<file path="config.mk">
export PLATFORM = sky130hd
export DESIGN_NAME = vid_timing_meter
export DESIGN_NICKNAME = d
export VERILOG_FILES = /design/src/rtl/vid_timing_meter.sv
export SDC_FILE = /design/constraint.sdc
export NUM_CORES = 1
export LEC_CHECK = 0
export ABC_AREA = 0
export BUFFER_PORTS_ARGS = -buffer_cell sky130_fd_sc_hd__buf_4
export CAP_MARGIN = 0
export CORE_MARGIN = 4
export CORE_UTILIZATION = 35
export DETAILED_ROUTE_END_ITERATION = 10
export GPL_ROUTABILITY_DRIVEN = 0
export GPL_TIMING_DRIVEN = 1
export PLACE_DENSITY = 0.57
export SKIP_CTS_REPAIR_TIMING = 1
export SYNTH_ARGS = -nofsm -noshare
export SYNTH_HDL_FRONTEND = slang
export SYNTH_SLANG_ARGS = --single-unit
</file>
<file path="constraint.sdc">
create_clock -name clk -period 4.4 [get_ports clk]
set_input_delay 0.88 -clock clk [delete_from_list [all_inputs] [get_ports clk]]
set_output_delay 0.88 -clock clk [all_outputs]
set_load 0.05 [all_outputs]
</file>
<file path="src/rtl/vid_timing_meter.sv">
module vid_timing_meter #(
  parameter int CNT_W = 16,
  parameter int TMO_W = 16
) (
  input  logic        clk,
  input  logic        rst_n,
  input  logic        hsync_in,
  input  logic        vsync_in,
  input  logic        de_in,
  input  logic        bus_wr,
  input  logic [5:0]  bus_addr,
  input  logic [31:0] bus_wdata,
  output logic [31:0] bus_rdata,
  output logic        irq
);
  localparam int NF = 8;
  localparam logic [CNT_W-1:0] CNT_MAX = '1;
  localparam logic [TMO_W-1:0] TMO_MAX = '1;
  localparam logic [TMO_W-1:0] TMO_RST = TMO_W'(13'h1FFF);

  typedef enum logic [2:0] {P_IDLE, P_SYNC, P_BACK, P_ACT, P_FRONT} phase_t;

  logic [4:0] ctrl;
  logic [7:0] stat, mask;
  logic [TMO_W-1:0] tmo_val, wd;
  logic init_done, hs_q, vs_line, de_seen;
  logic [NF-1:0][CNT_W-1:0] held;
  logic [3:0][CNT_W-1:0] h_new;

  logic en, hs, vs, hs_rise, tmo;
  assign en      = ctrl[2];
  assign hs      = hsync_in ^ ctrl[0];
  assign vs      = vsync_in ^ ctrl[1];
  assign hs_rise = hs & ~hs_q;
  assign tmo     = en && (wd >= tmo_val);

  wire [1:0] syn = {hs, vs_line};
  wire [1:0] act = {de_in, de_seen};
  wire [1:0] stp = {1'b1, hs_rise};
  logic [1:0] done, start;
  logic [1:0][3:0][CNT_W-1:0] meas;

  for (genvar a = 0; a < 2; a++) begin : g_axis
    phase_t ph;
    logic [CNT_W-1:0] cnt;
    logic [2:0][CNT_W-1:0] wv;
    logic sp, ap;
    wire sr = syn[a] & ~sp;
    wire sf = ~syn[a] & sp;
    wire ar = act[a] & ~ap;
    wire af = ~act[a] & ap;
    assign start[a] = en & stp[a] & sr;
    assign done[a]  = start[a] & (ph == P_FRONT);
    assign meas[a]  = {cnt, wv[2], wv[1], wv[0]};

    always_ff @(posedge clk) begin
      if (!rst_n) begin
        ph <= P_IDLE; cnt <= '0; wv <= '0; sp <= 1'b0; ap <= 1'b0;
      end else begin
        if (stp[a]) begin
          sp <= syn[a];
          ap <= act[a];
        end
        if (!en) ph <= P_IDLE;
        else if (stp[a]) begin
          if (sr) begin
            ph <= P_SYNC; cnt <= CNT_W'(1);
          end else if (ph == P_SYNC && sf) begin
            wv[0] <= cnt; cnt <= CNT_W'(1); ph <= P_BACK;
          end else if (ph == P_BACK && ar) begin
            wv[1] <= cnt; cnt <= CNT_W'(1); ph <= P_ACT;
          end else if (ph == P_ACT && af) begin
            wv[2] <= cnt; cnt <= CNT_W'(1); ph <= P_FRONT;
          end else if (cnt != CNT_MAX) begin
            cnt <= cnt + CNT_W'(1);
          end
        end
      end
    end
  end

  wire frame_evt = start[0];
  wire h_pub = ctrl[4] ? done[1] : frame_evt;
  wire [3:0][CNT_W-1:0] h_src = done[1] ? meas[1] : h_new;
  wire [NF-1:0][CNT_W-1:0] pub_val = {h_src, meas[0]};
  wire [NF-1:0] pub_en = {{4{h_pub}}, {4{done[0]}}};
  logic [NF-1:0] chg;

  always_comb
    for (int k = 0; k < NF; k++) chg[k] = pub_en[k] && (pub_val[k] != held[k]);

  wire [7:0] clr = (bus_wr && bus_addr == 6'h00) ? bus_wdata[7:0] : 8'h00;

  always_ff @(posedge clk) begin
    if (!rst_n) begin
      ctrl <= '0; mask <= 8'hFF; tmo_val <= TMO_RST; stat <= '0;
      held <= '0; h_new <= '0; init_done <= 1'b0; wd <= '0;
      hs_q <= 1'b0; vs_line <= 1'b0; de_seen <= 1'b0;
    end else begin
      hs_q <= hs;
      if (hs_rise) begin
        vs_line <= vs;
        de_seen <= de_in;
      end else begin
        de_seen <= de_seen | de_in;
      end
      if (bus_wr) begin
        case (bus_addr)
          6'h24: ctrl <= bus_wdata[4:0];
          6'h28: mask <= bus_wdata[7:0];
          6'h2C: if (bus_wdata[TMO_W-1:0] != '0) tmo_val <= bus_wdata[TMO_W-1:0];
          default: ;
        endcase
      end
      stat <= (stat & ~clr) | chg;
      for (int k = 0; k < NF; k++)
        if (pub_en[k]) held[k] <= pub_val[k];
      if (done[1]) h_new <= meas[1];
      if (!en || tmo) init_done <= 1'b0;
      else if (done[0]) init_done <= 1'b1;
      if (!en || hs_rise) wd <= '0;
      else if (wd != TMO_MAX) wd <= wd + TMO_W'(1);
    end
  end

  always_comb begin
    bus_rdata = '0;
    case (bus_addr)
      6'h00: bus_rdata[7:0] = stat;
      6'h04, 6'h08, 6'h0C, 6'h10, 6'h14, 6'h18, 6'h1C, 6'h20:
        bus_rdata[CNT_W-1:0] = held[3'(bus_addr[5:2] - 4'd1)];
      6'h24: bus_rdata[4:0] = ctrl;
      6'h28: bus_rdata[7:0] = mask;
      6'h2C: bus_rdata[TMO_W-1:0] = tmo_val;
      6'h30: bus_rdata[1:0] = {init_done, tmo};
      default: ;
    endcase
  end

  assign irq = ctrl[3] & |(stat & mask);

  wire unused_wdata = ^bus_wdata[31:TMO_W];
endmodule

</file>
Word-level counts from Yosys, hierarchy flattened
Cells that the tools add are included.

storage, ports and cells
  latch bits = 0
  bits in read-only memories = 0
  RAM bits = 0
  logic and storage cells = 182
  memories kept = 0
  bits in registers = 386

operators by class
  bitwise gates (word level) = 36
  eq/ne operators = 31
  shift operators = 0
  add/sub/neg operators = 4
  $lt $le $gt $ge = 2
  reductions and logical operators = 45
  muxes and demuxes = 28
  multipliers = 0
  div/mod/pow operators = 0

operators with widths
  cell                   count
  $mux 16                11
  $ne 16x16->1           8
  $mux 64                1
  $add 16x1->16 const B  3
  $bmux 16 s3            1
  $ne 16x16->1 const B   3
  $eq 6x6->1 const B     5
  $eq 6x5->1 const B     4
  $and 8x8->8            2
  $ge 16x16->1           1
  $logic_and 1x1->1      16
  $not 1->1              16
  $pmux 8 s2             1
  $reduce_bool 16->1     1
  $reduce_or 8->1        2
  $pmux 3 s5             1
  $and 1x1->1            13
  $eq 3x2->1 const B     4
  $eq 6x4->1 const B     2
  $mux 3                 4
  $pmux 2 s6             1
  $pmux 3 s4             1
  $reduce_and 2->1       5
  $reduce_and 5->1       2
  24 further kinds       38

Depth between registers and ports, before layout
  depth after elaboration = 8
  mapped depth = 11
  gate-level depth less buffers = 8

Least setup slack after synthesis
No wires, ideal clock.

  kind = input-to-output
  start = input port bus_addr[2]
  end = output port bus_rdata[10]
  data required time = 3.520 ns
  path buffers = 3
  slack = -0.511 ns
  stages = 8
  arrival time = 4.031 ns
  cell sequence = buf_2 buf_1 inv_1 ha_1 xor2_1 buf_2 mux2i_1 o21ai_0

between the ends
  cells in the longest elaborated chain, start to end = 4
  elaborated cells on any way between the ends = 14
  classes of those cells = 1 x add/sub; 9 x eq/ne; 3 x mux; 1 x reduce/logical

ends and longest elaborated chain
  item                           RTL line  text
  from (decl)                    11        input logic [5:0] bus_addr,
  $sub 3x1->3                    131       bus_rdata[CNT_W-1:0] = held[3'(bus_addr[5:2] - 4'd1)];
  $bmux 16 s3                    131
  $mux 16 (not written as such)  131
  $pmux 8 s2 *                   128       case (bus_addr)
  to (decl)                      13        output logic [31:0] bus_rdata,

Mark *: on every way between the ends. The rest lies on a longest branch, timed or not. The select of a mux whose other input is x is not followed.

Worst setup path after layout
  start = register wd[0]
  end = output port bus_rdata[0]

between the ends
  cells in the longest elaborated chain, start to end = 3

ends and longest elaborated chain
  item                    RTL line  text
  from (decl)             25        logic [TMO_W-1:0] tmo_val, wd;
  from (signal assigned)  122       else if (wd != TMO_MAX) wd <= wd + TMO_W'(1);
  $ge 16x16->1            35        assign tmo = en && (wd >= tmo_val);
  $logic_and 1x1->1       35
  $pmux 2 s6              128

No other way between the ends.

==> impl_metrics.ini <==
[setup_path]
start_kind = register
cpPeakStageDelay_ns = 0.81
critPathTopFamily = compound AO/OA/AOI/OAI gates
critPathMaxFanout = 4
path_buf_inv = 2
cp-startpoint = wd[0]
worstSetupPathType = reg -> out
path_cells = inv_1, ha_1, nand2b_1, a21o_1, a21o_1, a21oi_1, o311ai_0, a21bo_2, buf_4
worstPathArrival_ns = 3.01
crit_top_cell = a21o_1
worstPathRequired_ns = 3.52
crit_slowest_cell = o311ai_0
cp-end-kind = primary output
r2r-start = ctrl[2]

[logic_synthesis]
synth_seq_cells = 386
syn_inst = 2064
synth_cell_types = 78
ys_seq_area_share_pct = 40.3
syn_area_um2 = 19200
yosys_warnings = 0
ys_dominant_reg_cell = dfxtp_1
synth-async-reset-ratio_pct = 0
avgSynthCellArea_um2 = 9.28
synth-edff-count = 0

[global_routing]
grt-ovfl-total = 0
grt_pass1_vias = 13873
grt_max_degree = 218
antenna_found_initial = 7
grtUsageTotal_pct = 17.7
grt_pass1_wl_um = 83100

[cells_and_area]
drive_gt1_share_pct = 9.99
syn_to_final_growth_pct = 12.1
antennaDiodeCount = 0
nets = 2108
fill_cells = 5356
multi_input_area_um2 = 10700
regArea_um2 = 7730

[sta]
setup_viol = 0
final-hold-violation-count = 0
period_share_pct = 88.3
slew_headroom_pct = 37.3
fin_tns_setup_ns = 0
finalMaxSlewViolations = 0
rsz0062_at_grt = no
fmax_mhz = 257
finClkSkew_ns = 0.0294
tightest_slew_ns = 0.928
finalCriticalPeriod_ns = 3.89

[clock_network]
clkTransAtPathRegs_ns = 0.06
cts_root_buf = clkbuf_16
clock-sinks = 386
cts_tree = built
clockBufferDepth = 3
htreeDepth = 2
clk_latency_ns = 0.58
cts_made_buffers = 43

[pwr]
p_leak_nw = 9.40
power.density_nw_per_um2 = 345
power_mw = 7.41
ir_drop_mv = 0.269

[detailed_routing]
ant_nets = 0
route.detailed.drc = 0
wirelength_um = 53800
firstDrtPassIters = 5
drtIter0Drc = 1202
wl_per_cell_um = 19.4
via_per_inst = 5.26
dr_total_vias = 14562

[outcome]
status = finished, final reports clean

[run]
cap_violations = 0

[place]
port_buffers = 44
dp_hpwl_um = 37700

[die]
initial_core_util_pct = 35.5
ioPinCount = 77
rows = 85
dieArea_um2 = 58600
coreArea_um2 = 54000
die_w_um = 242
die_h_um = 242

[hold_path]
hp-start = g_axis[1].wv[33]
hold_path_class = reg -> reg
==> report_power, final <==
| part | internal [mW] | switching [mW] | leakage (nW) | total [mW] |
|---|---|---|---|---|
| logic | 0.0957 | 0.170 | 5.58 | 0.266 |
| registers | 3.50 | 0.00564 | 3.11 | 3.51 |
| clock network | 2.18 | 1.47 | 0.705 | 3.64 |
==> registers in the layout (all words and copies together), names as in the netlist <==
signal      cells
ctrl            5
tmo_val        16
vs_line         1
g_axis.wv      96
g_axis.sp       1
wd             16
held          128
h_new          64
hs_q            1
de_seen         1
g_axis.ap       2
g_axis.cnt     32
mask            8
init_done       1
g_axis.ph       6
stat            8
==> synth_stat cells (all sizes together), types with 4 or more instances <==
| master | instances | area (µm²) |
|---|---|---|
| o211a | 67 | 671 |
| dfxtp | 386 | 7730 |
| a41oi | 5 | 43.8 |
| nand4 | 26 | 163 |
| o2111ai | 12 | 105 |
| a222oi | 4 | 40.0 |
| o22a | 4 | 35.0 |
| or4 | 6 | 52.6 |
| a21oi | 40 | 204 |
| nor3 | 19 | 133 |
| nor3b | 4 | 30.0 |
| nor4 | 33 | 234 |
| and2 | 17 | 106 |
| nand2b | 6 | 37.5 |
| nor2b | 156 | 976 |
| o22ai | 5 | 37.5 |
| inv | 44 | 165 |
| and3 | 7 | 43.8 |
| mux2i | 165 | 1650 |
| clkbuf | 89 | 335 |
| a21boi | 93 | 698 |
| nand3 | 50 | 255 |
| a22oi | 16 | 120 |
| a22o | 6 | 52.6 |
| mux4 | 32 | 721 |
| xnor2 | 84 | 736 |
| nand2 | 309 | 1160 |
| a21o | 5 | 37.5 |
| buf | 69 | 405 |
| a211oi | 5 | 37.5 |
| xor2 | 101 | 892 |
| ha | 23 | 288 |
| o21ai | 48 | 240 |
| or3 | 10 | 62.6 |
| a311oi | 7 | 61.3 |
| nor2 | 78 | 295 |
==> cell usage in the layout (no fill, tap or decap), drive strengths merged, types with 10 or more instances in the layout <==
cell     count
a21boi      93
or3         10
xnor2       84
clkbuf      70
o211a       67
mux4        32
ha          23
nor2b      156
nand3       50
nor3        19
a22oi       16
nor4        33
conb        16
dfxtp      386
nand4       26
a21oi       40
nand2      309
o2111ai     12
and2        17
xor2       101
inv         45
mux2i      165
nor2        78
buf         74
o21ai       48
==> tightest hold or removal path, delay by kind of cell (launching register included) <==
kind               cells  cell delay [ns]
and+or+nand+nor        1             0.05
DFF                    1             0.31
AOI/OAI and AO/OA      1             0.07
==> worst paths after layout <==
path / end / slack (ns) / depth (start not counted)
max reg2reg: held[94] / 1.41 / 6
min reg2reg: g_axis[1].wv[33] / 0.47 / 2
max: bus_rdata[0] / 0.51 / 9
min: g_axis[1].wv[33] / 0.47 / 2
==> per-layer routing <==
metal	part of all wire [%]	routed length, µm	GRT usage, %	vias up
li1	-	-	-	7071
met1	46	24800	24.6	7069
met2	46	24900	28.6	336
met3	5.8	3130	3.51	72
met4	1.8	966	3.96	14
met5	0.15	79	0	-
==> per-stage QoR <==
step | utilization (%) | hold slack (ns) | worst slack (ns) | std cells | cell area (µm²)
5_1_grt | 39.7 | 0.493 | 0.425 | 2769 | 21500
3_5_place_dp | 37.1 | 0.461 | 0.589 | 2692 | 20000
4_1_cts | 39.7 | 0.469 | 0.501 | 2769 | 21500
2_1_floorplan | - | 0.443 | -0.136 | 2079 | 19300
6_report | 39.7 | 0.468 | 0.513 | 2769 | 21500
3_3_place_gp | 37.1 | 0.455 | 0.601 | 2692 | 20000
==> cell type report <==
type / instances / area share (%)
Inverter: 44 / 0.769
Clock inverter: 8 / 0.507
Multi-Input combinational cell: 1491 / 49.6
Timing Repair Buffer: 75 / 2.88
Tap cell: 696 / 4.06
Clock buffer: 69 / 6.17
Sequential cell: 386 / 36.0
==> cell families (layout without fill, tap and decap cells) <==
| logic type | Yosys count | after routing | synth area share, % |
|---|---|---|---|
| compound gates | 338 | 338 | 13.5 |
| xor+xnor | 185 | 185 | 8.49 |
| fa+ha+maj | 23 | 23 | 1.50 |
| buf+inv | 202 | 196 | 4.73 |
| flops | 386 | 386 | 40.3 |
| mux | 197 | 197 | 12.4 |
| other cells | 1 | 16 | 0.0196 |
| simple gates | 732 | 732 | 19.0 |
No activity file was read; power rests on OpenSTA's default activity.
